<file path="src/rtl/pcseq_pkg.sv">
package pcseq_pkg;

    localparam int unsigned KIND_W = 3;

    // Control-transfer classes of the retiring instruction
    typedef enum logic [KIND_W-1:0] {
        XK_PLAIN         = 3'd0,
        XK_BR_SET        = 3'd1,
        XK_BR_CLR        = 3'd2,
        XK_JUMP          = 3'd3,
        XK_JUMP_LINK     = 3'd4,
        XK_JUMP_REG      = 3'd5,
        XK_JUMP_REG_LINK = 3'd6,
        XK_EXC_RETURN    = 3'd7
    } xfer_kind_e;

endpackage

</file>
<file path="src/rtl/pcseq_decode.sv">
module pcseq_decode
    import pcseq_pkg::*;
(
    input  logic [KIND_W-1:0] kind_i,
    input  logic              flag_i,
    input  logic              in_slot_i,
    output logic              defer_o,
    output logic              use_reg_o,
    output logic              link_o,
    output logic              exc_ret_o
);

    xfer_kind_e kind;
    assign kind = xfer_kind_e'(kind_i);

    always_comb begin
        defer_o   = 1'b0;
        use_reg_o = 1'b0;
        link_o    = 1'b0;
        exc_ret_o = 1'b0;
        // a delay-slot instruction may not start another transfer
        if (!in_slot_i) begin
            unique case (kind)
                XK_BR_SET:        defer_o = flag_i;
                XK_BR_CLR:        defer_o = !flag_i;
                XK_JUMP:          defer_o = 1'b1;
                XK_JUMP_LINK: begin
                    defer_o = 1'b1;
                    link_o  = 1'b1;
                end
                XK_JUMP_REG: begin
                    defer_o   = 1'b1;
                    use_reg_o = 1'b1;
                end
                XK_JUMP_REG_LINK: begin
                    defer_o   = 1'b1;
                    use_reg_o = 1'b1;
                    link_o    = 1'b1;
                end
                XK_EXC_RETURN:    exc_ret_o = 1'b1;
                default:          ;
            endcase
        end
    end

endmodule

</file>
<file path="src/rtl/pcseq_target.sv">
module pcseq_target #(
    parameter int unsigned XLEN       = 32,
    parameter int unsigned OFF_W      = 26,
    parameter int unsigned INSN_BYTES = 4
) (
    input  logic [XLEN-1:0]  pc_i,
    input  logic [OFF_W-1:0] offset_i,
    input  logic [XLEN-1:0]  reg_tgt_i,
    input  logic             use_reg_i,
    output logic [XLEN-1:0]  seq_pc_o,
    output logic [XLEN-1:0]  link_val_o,
    output logic [XLEN-1:0]  xfer_tgt_o
);

    localparam int unsigned SHIFT = $clog2(INSN_BYTES);
    localparam int unsigned EXT_W = XLEN - OFF_W - SHIFT;

    logic [XLEN-1:0] byte_off;

    // word offset, sign-extended and scaled to bytes
    assign byte_off   = {{EXT_W{offset_i[OFF_W-1]}}, offset_i, {SHIFT{1'b0}}};
    assign seq_pc_o   = pc_i + XLEN'(INSN_BYTES);
    assign link_val_o = pc_i + XLEN'(2 * INSN_BYTES);
    assign xfer_tgt_o = use_reg_i ? reg_tgt_i : pc_i + byte_off;

endmodule

</file>
<file path="src/rtl/pc_sequencer.sv">
module pc_sequencer
    import pcseq_pkg::*;
#(
    parameter int unsigned      XLEN       = 32,
    parameter int unsigned      OFF_W      = 26,
    parameter int unsigned      INSN_BYTES = 4,
    parameter int unsigned      RADDR_W    = 5,
    parameter int unsigned      LINK_REG   = 9,
    parameter logic [XLEN-1:0]  RESET_PC   = 32'h0000_0100
) (
    input  logic               clk,
    input  logic               rst_n,
    input  logic               step_i,
    input  logic [KIND_W-1:0]  kind_i,
    input  logic [OFF_W-1:0]   offset_i,
    input  logic [XLEN-1:0]    target_i,
    input  logic               flag_i,
    input  logic [XLEN-1:0]    epc_i,
    input  logic [XLEN-1:0]    esr_i,
    output logic [XLEN-1:0]    fetch_pc_o,
    output logic               link_we_o,
    output logic [RADDR_W-1:0] link_addr_o,
    output logic [XLEN-1:0]    link_val_o,
    output logic               sr_we_o,
    output logic [XLEN-1:0]    sr_val_o
);

    typedef struct packed {
        logic [XLEN-1:0] pc;
        logic            slot;
        logic [XLEN-1:0] tgt;
        logic            link_we;
        logic [XLEN-1:0] link_val;
        logic            sr_we;
        logic [XLEN-1:0] sr_val;
    } seq_state_t;

    seq_state_t st_d, st_q;

    logic            defer, use_reg, do_link, exc_ret;
    logic [XLEN-1:0] seq_pc, ret_addr, xfer_tgt;

    pcseq_decode u_decode (
        .kind_i    (kind_i),
        .flag_i    (flag_i),
        .in_slot_i (st_q.slot),
        .defer_o   (defer),
        .use_reg_o (use_reg),
        .link_o    (do_link),
        .exc_ret_o (exc_ret)
    );

    pcseq_target #(
        .XLEN       (XLEN),
        .OFF_W      (OFF_W),
        .INSN_BYTES (INSN_BYTES)
    ) u_target (
        .pc_i       (st_q.pc),
        .offset_i   (offset_i),
        .reg_tgt_i  (target_i),
        .use_reg_i  (use_reg),
        .seq_pc_o   (seq_pc),
        .link_val_o (ret_addr),
        .xfer_tgt_o (xfer_tgt)
    );

    always_comb begin
        st_d         = st_q;
        st_d.link_we = 1'b0;
        st_d.sr_we   = 1'b0;
        if (step_i) begin
            if (st_q.slot) begin
                // delay slot retires: redirect to the captured target
                st_d.pc   = st_q.tgt;
                st_d.slot = 1'b0;
            end else if (exc_ret) begin
                st_d.pc     = epc_i;
                st_d.sr_we  = 1'b1;
                st_d.sr_val = esr_i;
            end else begin
                st_d.pc = seq_pc;
                if (defer) begin
                    st_d.slot = 1'b1;
                    st_d.tgt  = xfer_tgt;
                end
                if (do_link) begin
                    st_d.link_we  = 1'b1;
                    st_d.link_val = ret_addr;
                end
            end
        end
    end

    always_ff @(posedge clk) begin
        if (!rst_n) begin
            st_q          <= '0;
            st_q.pc       <= RESET_PC;
        end else begin
            st_q          <= st_d;
        end
    end

    assign fetch_pc_o  = st_q.pc;
    assign link_we_o   = st_q.link_we;
    assign link_addr_o = RADDR_W'(LINK_REG);
    assign link_val_o  = st_q.link_val;
    assign sr_we_o     = st_q.sr_we;
    assign sr_val_o    = st_q.sr_val;

endmodule

</file>
<file path="config.mk">
export PLATFORM = sky130hd
export DESIGN_NAME = pc_sequencer
export DESIGN_NICKNAME = d
export VERILOG_FILES = /design/src/rtl/pcseq_pkg.sv /design/src/rtl/pcseq_decode.sv /design/src/rtl/pcseq_target.sv /design/src/rtl/pc_sequencer.sv
export SDC_FILE = /design/constraint.sdc
export NUM_CORES = 1
export LEC_CHECK = 0
export ABC_AREA = 1
export BUFFER_PORTS_ARGS = -buffer_cell sky130_fd_sc_hd__buf_2
export CAP_MARGIN = 20
export CORE_MARGIN = 4
export CORE_UTILIZATION = 43
export CTS_BUF_LIST = sky130_fd_sc_hd__clkbuf_2
export DETAILED_ROUTE_END_ITERATION = 6
export GPL_ROUTABILITY_DRIVEN = 0
export PLACE_DENSITY_LB_ADDON = 0.25
export SLEW_MARGIN = 20
export SYNTH_ARGS = -nofsm -noshare
export SYNTH_HDL_FRONTEND = slang
export SYNTH_SLANG_ARGS = --single-unit
</file>
<file path="constraint.sdc">
create_clock -name clk -period 1.9 [get_ports clk]
set_input_delay 0.095 -clock clk [delete_from_list [all_inputs] [get_ports clk]]
set_output_delay 0.095 -clock clk [all_outputs]
set_load 0.1 [all_outputs]
</file>
==> tab_implementation.tex <==
\begin{tabular}{lr}
\hline
Metric & Value \\
\hline
\multicolumn{2}{l}{\textbf{Run status}} \\
\quad Outcome & complete, but fails checks \\
\quad Violations in the final reports & DRC \\
\multicolumn{2}{l}{\textbf{Logic synthesis}} \\
\quad Dominant combinational cell family by area after synthesis & simple AND/OR/NAND/NOR gates \\
\quad Post-synthesis cell type count & 44 \\
\quad Post-Syn Area per Cell & 6.40 um\^{}2 \\
\quad Fraction of the mapped netlist area in compound gates & 16.0\% \\
\quad Post-Synth Simple-Gate Area & 29.8\% \\
\quad Dominant cell type by area after synthesis & sky130\_fd\_sc\_hd\_\_dfxtp\_1 \\
\quad Sequential cell area fraction in the yosys report & 27.8\% \\
\quad Share of the synthesized area in the top cell type & 27.8\% \\
\quad Adder-Cell Fraction of Synth Area & 4.32\% \\
\quad Post-synthesis sequential element count & 131 \\
\quad Parity-gate share of the synthesized area counting xor and xnor cells & 4.92\% \\
\quad Top area cells in the synthesized netlist & sky130\_fd\_sc\_hd\_\_dfxtp\_1 (28\%), sky130\_fd\_sc\_hd\_\_nand2\_1 (13\%), sky130\_fd\_sc\_hd\_\_buf\_4 (8.3\%), sky130\_fd\_sc\_hd\_\_nor2\_1 (8.0\%), sky130\_fd\_sc\_hd\_\_a21oi\_1 (6.4\%) \\
\quad Mapped cell area & 9430 um\^{}2 \\
\quad Mux cell area share after synthesis & 0\% \\
\quad Synthesis warning total & 0 \\
\quad Synthesized instance count & 1474 \\
\multicolumn{2}{l}{\textbf{Timing}} \\
\quad Worst slew margin & 49.9\% \\
\quad Worst clock skew & 32.1 ps \\
\quad RSZ-0062 raised after global routing & true \\
\quad Count of final max-slew check failures & 0 \\
\quad Fmax & 0.527 GHz \\
\quad Number of endpoints failing setup at the final stage & 0 \\
\quad Measured slew at the worst slew-check pin & 750 ps \\
\quad Final hold violation count & 0 \\
\quad Final setup TNS & 0 ps \\
\quad Part of the cycle the worst path needs & 99.9\% \\
\quad Fin crit period & 1900 ps \\
\multicolumn{2}{l}{\textbf{GRT}} \\
\quad Overflow left after global routing & 0 \\
\quad Maximum number of pins on one net before global-route repair & 54 \\
\quad Met3 global-route usage & 5.63\% \\
\quad Wire length of the first global-routing pass & 56000 um \\
\quad Busiest layer in global routing & met2 \\
\quad Global-route met1 utilization & 37.5\% \\
\quad GRT met2 Usage & 47.7\% \\
\quad Overall global routing resource usage & 29.1\% \\
\quad Initial antenna violation count & 3 \\
\quad Number of global-route vias before repair & 10700 \\
\multicolumn{2}{l}{\textbf{Setup path}} \\
\quad Length in cells of the worst reg-to-reg path & 7 \\
\quad Kind of cell adding the most delay to the critical path & buffers and inverters \\
\quad WP data arrival & 2580 ps \\
\quad Endpoint of the worst register-to-register path & fetch\_pc\_o[8]\$\_SDFFE\_PN1P\_ \\
\quad Slowest stage cell, crit path & sky130\_fd\_sc\_hd\_\_dlygate4sd3\_1 \\
\quad Launch instance of the worst register-to-register path & st\_q[98]\$\_SDFFE\_PN0P\_ \\
\quad CP dominant cell by count & sky130\_fd\_sc\_hd\_\_nand2\_1 \\
\quad Setup Crit Path Kind & reg2reg \\
\quad R2r setup slk & 2 ps \\
\quad Required arrival time at the worst endpoint & 2580 ps \\
\quad Kind of launch point of the worst setup path & register \\
\quad Top fanout value on the critical path & 19 \\
\quad Sum of buffers and inverters on the critical path & 3 \\
\quad CP Cell Sequence & inv\_4 > buf\_12 > o21ai\_0 > dlygate4sd3\_1 > o21ai\_1 > nand2\_1 > nand2\_1 \\
\quad Critical path's largest stage delay & 590 ps \\
\quad Crit. End Element & register \\
\multicolumn{2}{l}{\textbf{Floorplan}} \\
\quad Core area & 21300 um\^{}2 \\
\quad Initial Utilization & 44.3\% \\
\quad Die height & 156 um \\
\quad Row count & 53 \\
\quad Die width & 156 um \\
\quad Number of I/O pins & 232 \\
\quad Area enclosed by the die boundary & 24400 um\^{}2 \\
\multicolumn{2}{l}{\textbf{Clocking}} \\
\quad Clock tree from TritonCTS & yes \\
\quad Clock edge transition at the registers on the reported setup and hold paths & 230 ps \\
\quad CTS max path bufs & 2 \\
\quad H-tree depth reported by CTS & 4 \\
\quad Clk\_lat worst skew & 760 ps \\
\quad Number of buffers added by the clock tree synthesis step & 17 \\
\quad CTS sink count & 131 \\
\quad CTS root buffer & sky130\_fd\_sc\_hd\_\_clkbuf\_2 \\
\multicolumn{2}{l}{\textbf{Route}} \\
\quad Sum of routed wire length over all layers & 37700 um \\
\quad Routed wire per std cell & 17.6 um \\
\quad Post-detailed-route DRC marker count & 2 \\
\quad Routed Antenna Nets & 0 \\
\quad Post-DR vias/cell & 5.30 \\
\quad Detailed Route Iter0 Violations & 1192 \\
\quad DRT Pass-1 Iters & 7 \\
\quad Via total after detailed routing & 11400 \\
\multicolumn{2}{l}{\textbf{Finish}} \\
\quad Area growth from synthesis to final layout & 44.2\% \\
\quad Final nets & 2013 \\
\quad Area used by sequential logic in the layout & 2700 um\^{}2 \\
\quad Multi-input gate area in the final layout & 5890 um\^{}2 \\
\quad Fraction of layout instances using a drive strength above 1 & 31.3\% \\
\quad Fill cell count & 1835 \\
\quad Final non-filler cell total & 2144 \\
\quad Finished layout cell area & 13600 um\^{}2 \\
\multicolumn{2}{l}{\textbf{Power and ir drop}} \\
\quad Portion of total power attributed to combinational logic & 40.5\% \\
\quad Total leakage power & 6.83 nW \\
\quad Proportion of power drawn by the clock network & 23.0\% \\
\quad Reg power frac & 36.5\% \\
\quad Internal power & 4.88 mW \\
\quad Psw & 3.59 mW \\
\quad Fraction of power spent switching nets & 42.4\% \\
\quad Power per cell area & 623 nW/um\^{}2 \\
\quad Peak ir drop on the vdd network & 322 uV \\
\multicolumn{2}{l}{\textbf{Place}} \\
\quad Number of buffer cells added on primary ports & 226 \\
\quad Post-detail-place hpwl & 26600 um \\
\quad Area after DPL & 10900 um\^{}2 \\
\quad Number of placed cells counting well taps & 1953 \\
\multicolumn{2}{l}{\textbf{Worst hold path}} \\
\quad WHS Endpoint & sr\_val\_o[3]\$\_SDFFE\_PN0P\_ \\
\quad Hold path depth & 4 \\
\quad Startpoint of the worst hold path & esr\_i[3] \\
\quad Path class of the lowest-slack min-delay path & in2reg \\
\multicolumn{2}{l}{\textbf{Flow run}} \\
\quad Number of maximum-capacitance violations & 0 \\
\hline
\end{tabular}
area by class of cell:
| type | instances | area share, % |
|---|---|---|
| antenna | 4 | 0.0736 |
| sequential | 131 | 19.9 |
| clock buffer | 17 | 0.626 |
| timing repair buffer | 511 | 27.9 |
| multi-input combinational | 1033 | 43.3 |
| clock inverter | 15 | 1.32 |
| inverter | 158 | 4.38 |
| tap | 275 | 2.53 |
kinds of logic (layout without fill, tap and decap cells):
| kind of cell | count (synthesis) | count (layout) |
|---|---|---|
| compound gates | 280 | 280 |
| xor+xnor | 53 | 53 |
| fa+ha+maj | 32 | 32 |
| buf+inv | 313 | 701 |
| flops | 131 | 131 |
| other cells | 2 | 9 |
| simple gates | 663 | 663 |
worst max-delay path by stage:
stage	from	end	slack, ps	depth (start not counted)
floorplan	fetch_pc_o[2]$_SDFFE_PN0P_	st_q[88]$_SDFFE_PN0P_	30	12
global placement	fetch_pc_o[7]$_SDFFE_PN0P_	fetch_pc_o[31]$_SDFFE_PN0P_	-70	10
detailed placement	fetch_pc_o[7]$_SDFFE_PN0P_	fetch_pc_o[31]$_SDFFE_PN0P_	-80	10
CTS	fetch_pc_o[27]$_SDFFE_PN0P_	fetch_pc_o[27]	0.8	2
global route	fetch_pc_o[2]$_SDFFE_PN0P_	st_q[84]$_SDFFE_PN0P_	-40	10
finish	st_q[98]$_SDFFE_PN0P_	fetch_pc_o[8]$_SDFFE_PN1P_	2	7
placed cells by master, fill, tap and decap left out, drive strengths merged, types with 17 or more instances in the layout:
| master | count |
|---|---|
| buf | 369 |
| dlygate4sd3 | 142 |
| xor2 | 42 |
| nor2 | 209 |
| nand3 | 73 |
| a21oi | 121 |
| nand2 | 343 |
| inv | 164 |
| ha | 31 |
| clkbuf | 17 |
| dfxtp | 131 |
| o21ai | 121 |
| nor3 | 22 |
cells in the mapped netlist (all sizes together):
| library cell | n |
|---|---|
| clkbuf | 25 |
| o22ai | 1 |
| o21bai | 4 |
| nand3b | 2 |
| a221oi | 4 |
| nor3 | 22 |
| ha | 31 |
| nand3 | 73 |
| a221o | 1 |
| inv | 158 |
| fa | 1 |
| or2 | 2 |
| xnor2 | 11 |
| nor2 | 209 |
| a211oi | 4 |
| nand4 | 11 |
| dfxtp | 131 |
| conb | 2 |
| nor4 | 1 |
| o221ai | 9 |
| xor2 | 42 |
| a21oi | 121 |
| a31oi | 9 |
| o211ai | 6 |
| buf | 130 |
| o21ai | 121 |
| nand2 | 343 |
state kept, by name (all words and copies together) (netlist names):
register and flops:
st_q 33, sr_val_o 32, link_we_o 1, link_val_o 32, fetch_pc_o 32, sr_we_o 1
worst register-to-register path, cell delays in order, from the launching register on:
cell	delay (ps)
sky130_fd_sc_hd__dfxtp_4	410
sky130_fd_sc_hd__inv_4	110
sky130_fd_sc_hd__buf_12	170
sky130_fd_sc_hd__o21ai_0	140
sky130_fd_sc_hd__dlygate4sd3_1	590
sky130_fd_sc_hd__o21ai_1	220
sky130_fd_sc_hd__nand2_1	130
sky130_fd_sc_hd__nand2_1	90
metrics by stage:
| step | utilization (%) | hold slack [ps] | setup slack (ps) | power (mW) |
|---|---|---|---|---|
| after global routing | 63.9 | 19.5 | -41.2 | 8.86 |
| after detailed placement | 51.2 | 322 | -76.0 | 5.96 |
| final | 63.9 | 98.3 | 2.09 | 8.48 |
| after floorplan | - | 205 | 25.5 | 5.18 |
| after CTS | 59.8 | 5.08 | 0.775 | 8.18 |
| after global placement | 51.2 | 317 | -66.5 | 5.94 |
what timing repair did:
action | CTS | global route
buffers inserted | 0 | 14
pin swaps | 0 | 25
endpoints found under the setup margin | 53 | 70
hold buffers | 143 | 0
gates resized for setup | 48 | 188
endpoints found under the hold margin | 131 | 0
power groups by stage:
| stage | registers [mW] | logic [mW] | clock network [mW] |
|---|---|---|---|
| finish | 3.09 | 3.44 | 1.95 |
| global route | 3.11 | 3.67 | 2.09 |
| CTS | 3.07 | 3.12 | 1.99 |
| detailed placement | 3.12 | 2.84 | 0 |
| global placement | 3.11 | 2.82 | 0 |
| floorplan | 3.10 | 2.08 | 0 |
metal layers:
metal,wire length (um),part of all wire (%),vias to the layer above
met5,0,0,-
met3,3390,9.0,124
li1,-,-,5400
met4,1660,4.4,0
met2,17600,47,591
met1,15000,40,5242
Power figures use the tool's default switching activity.
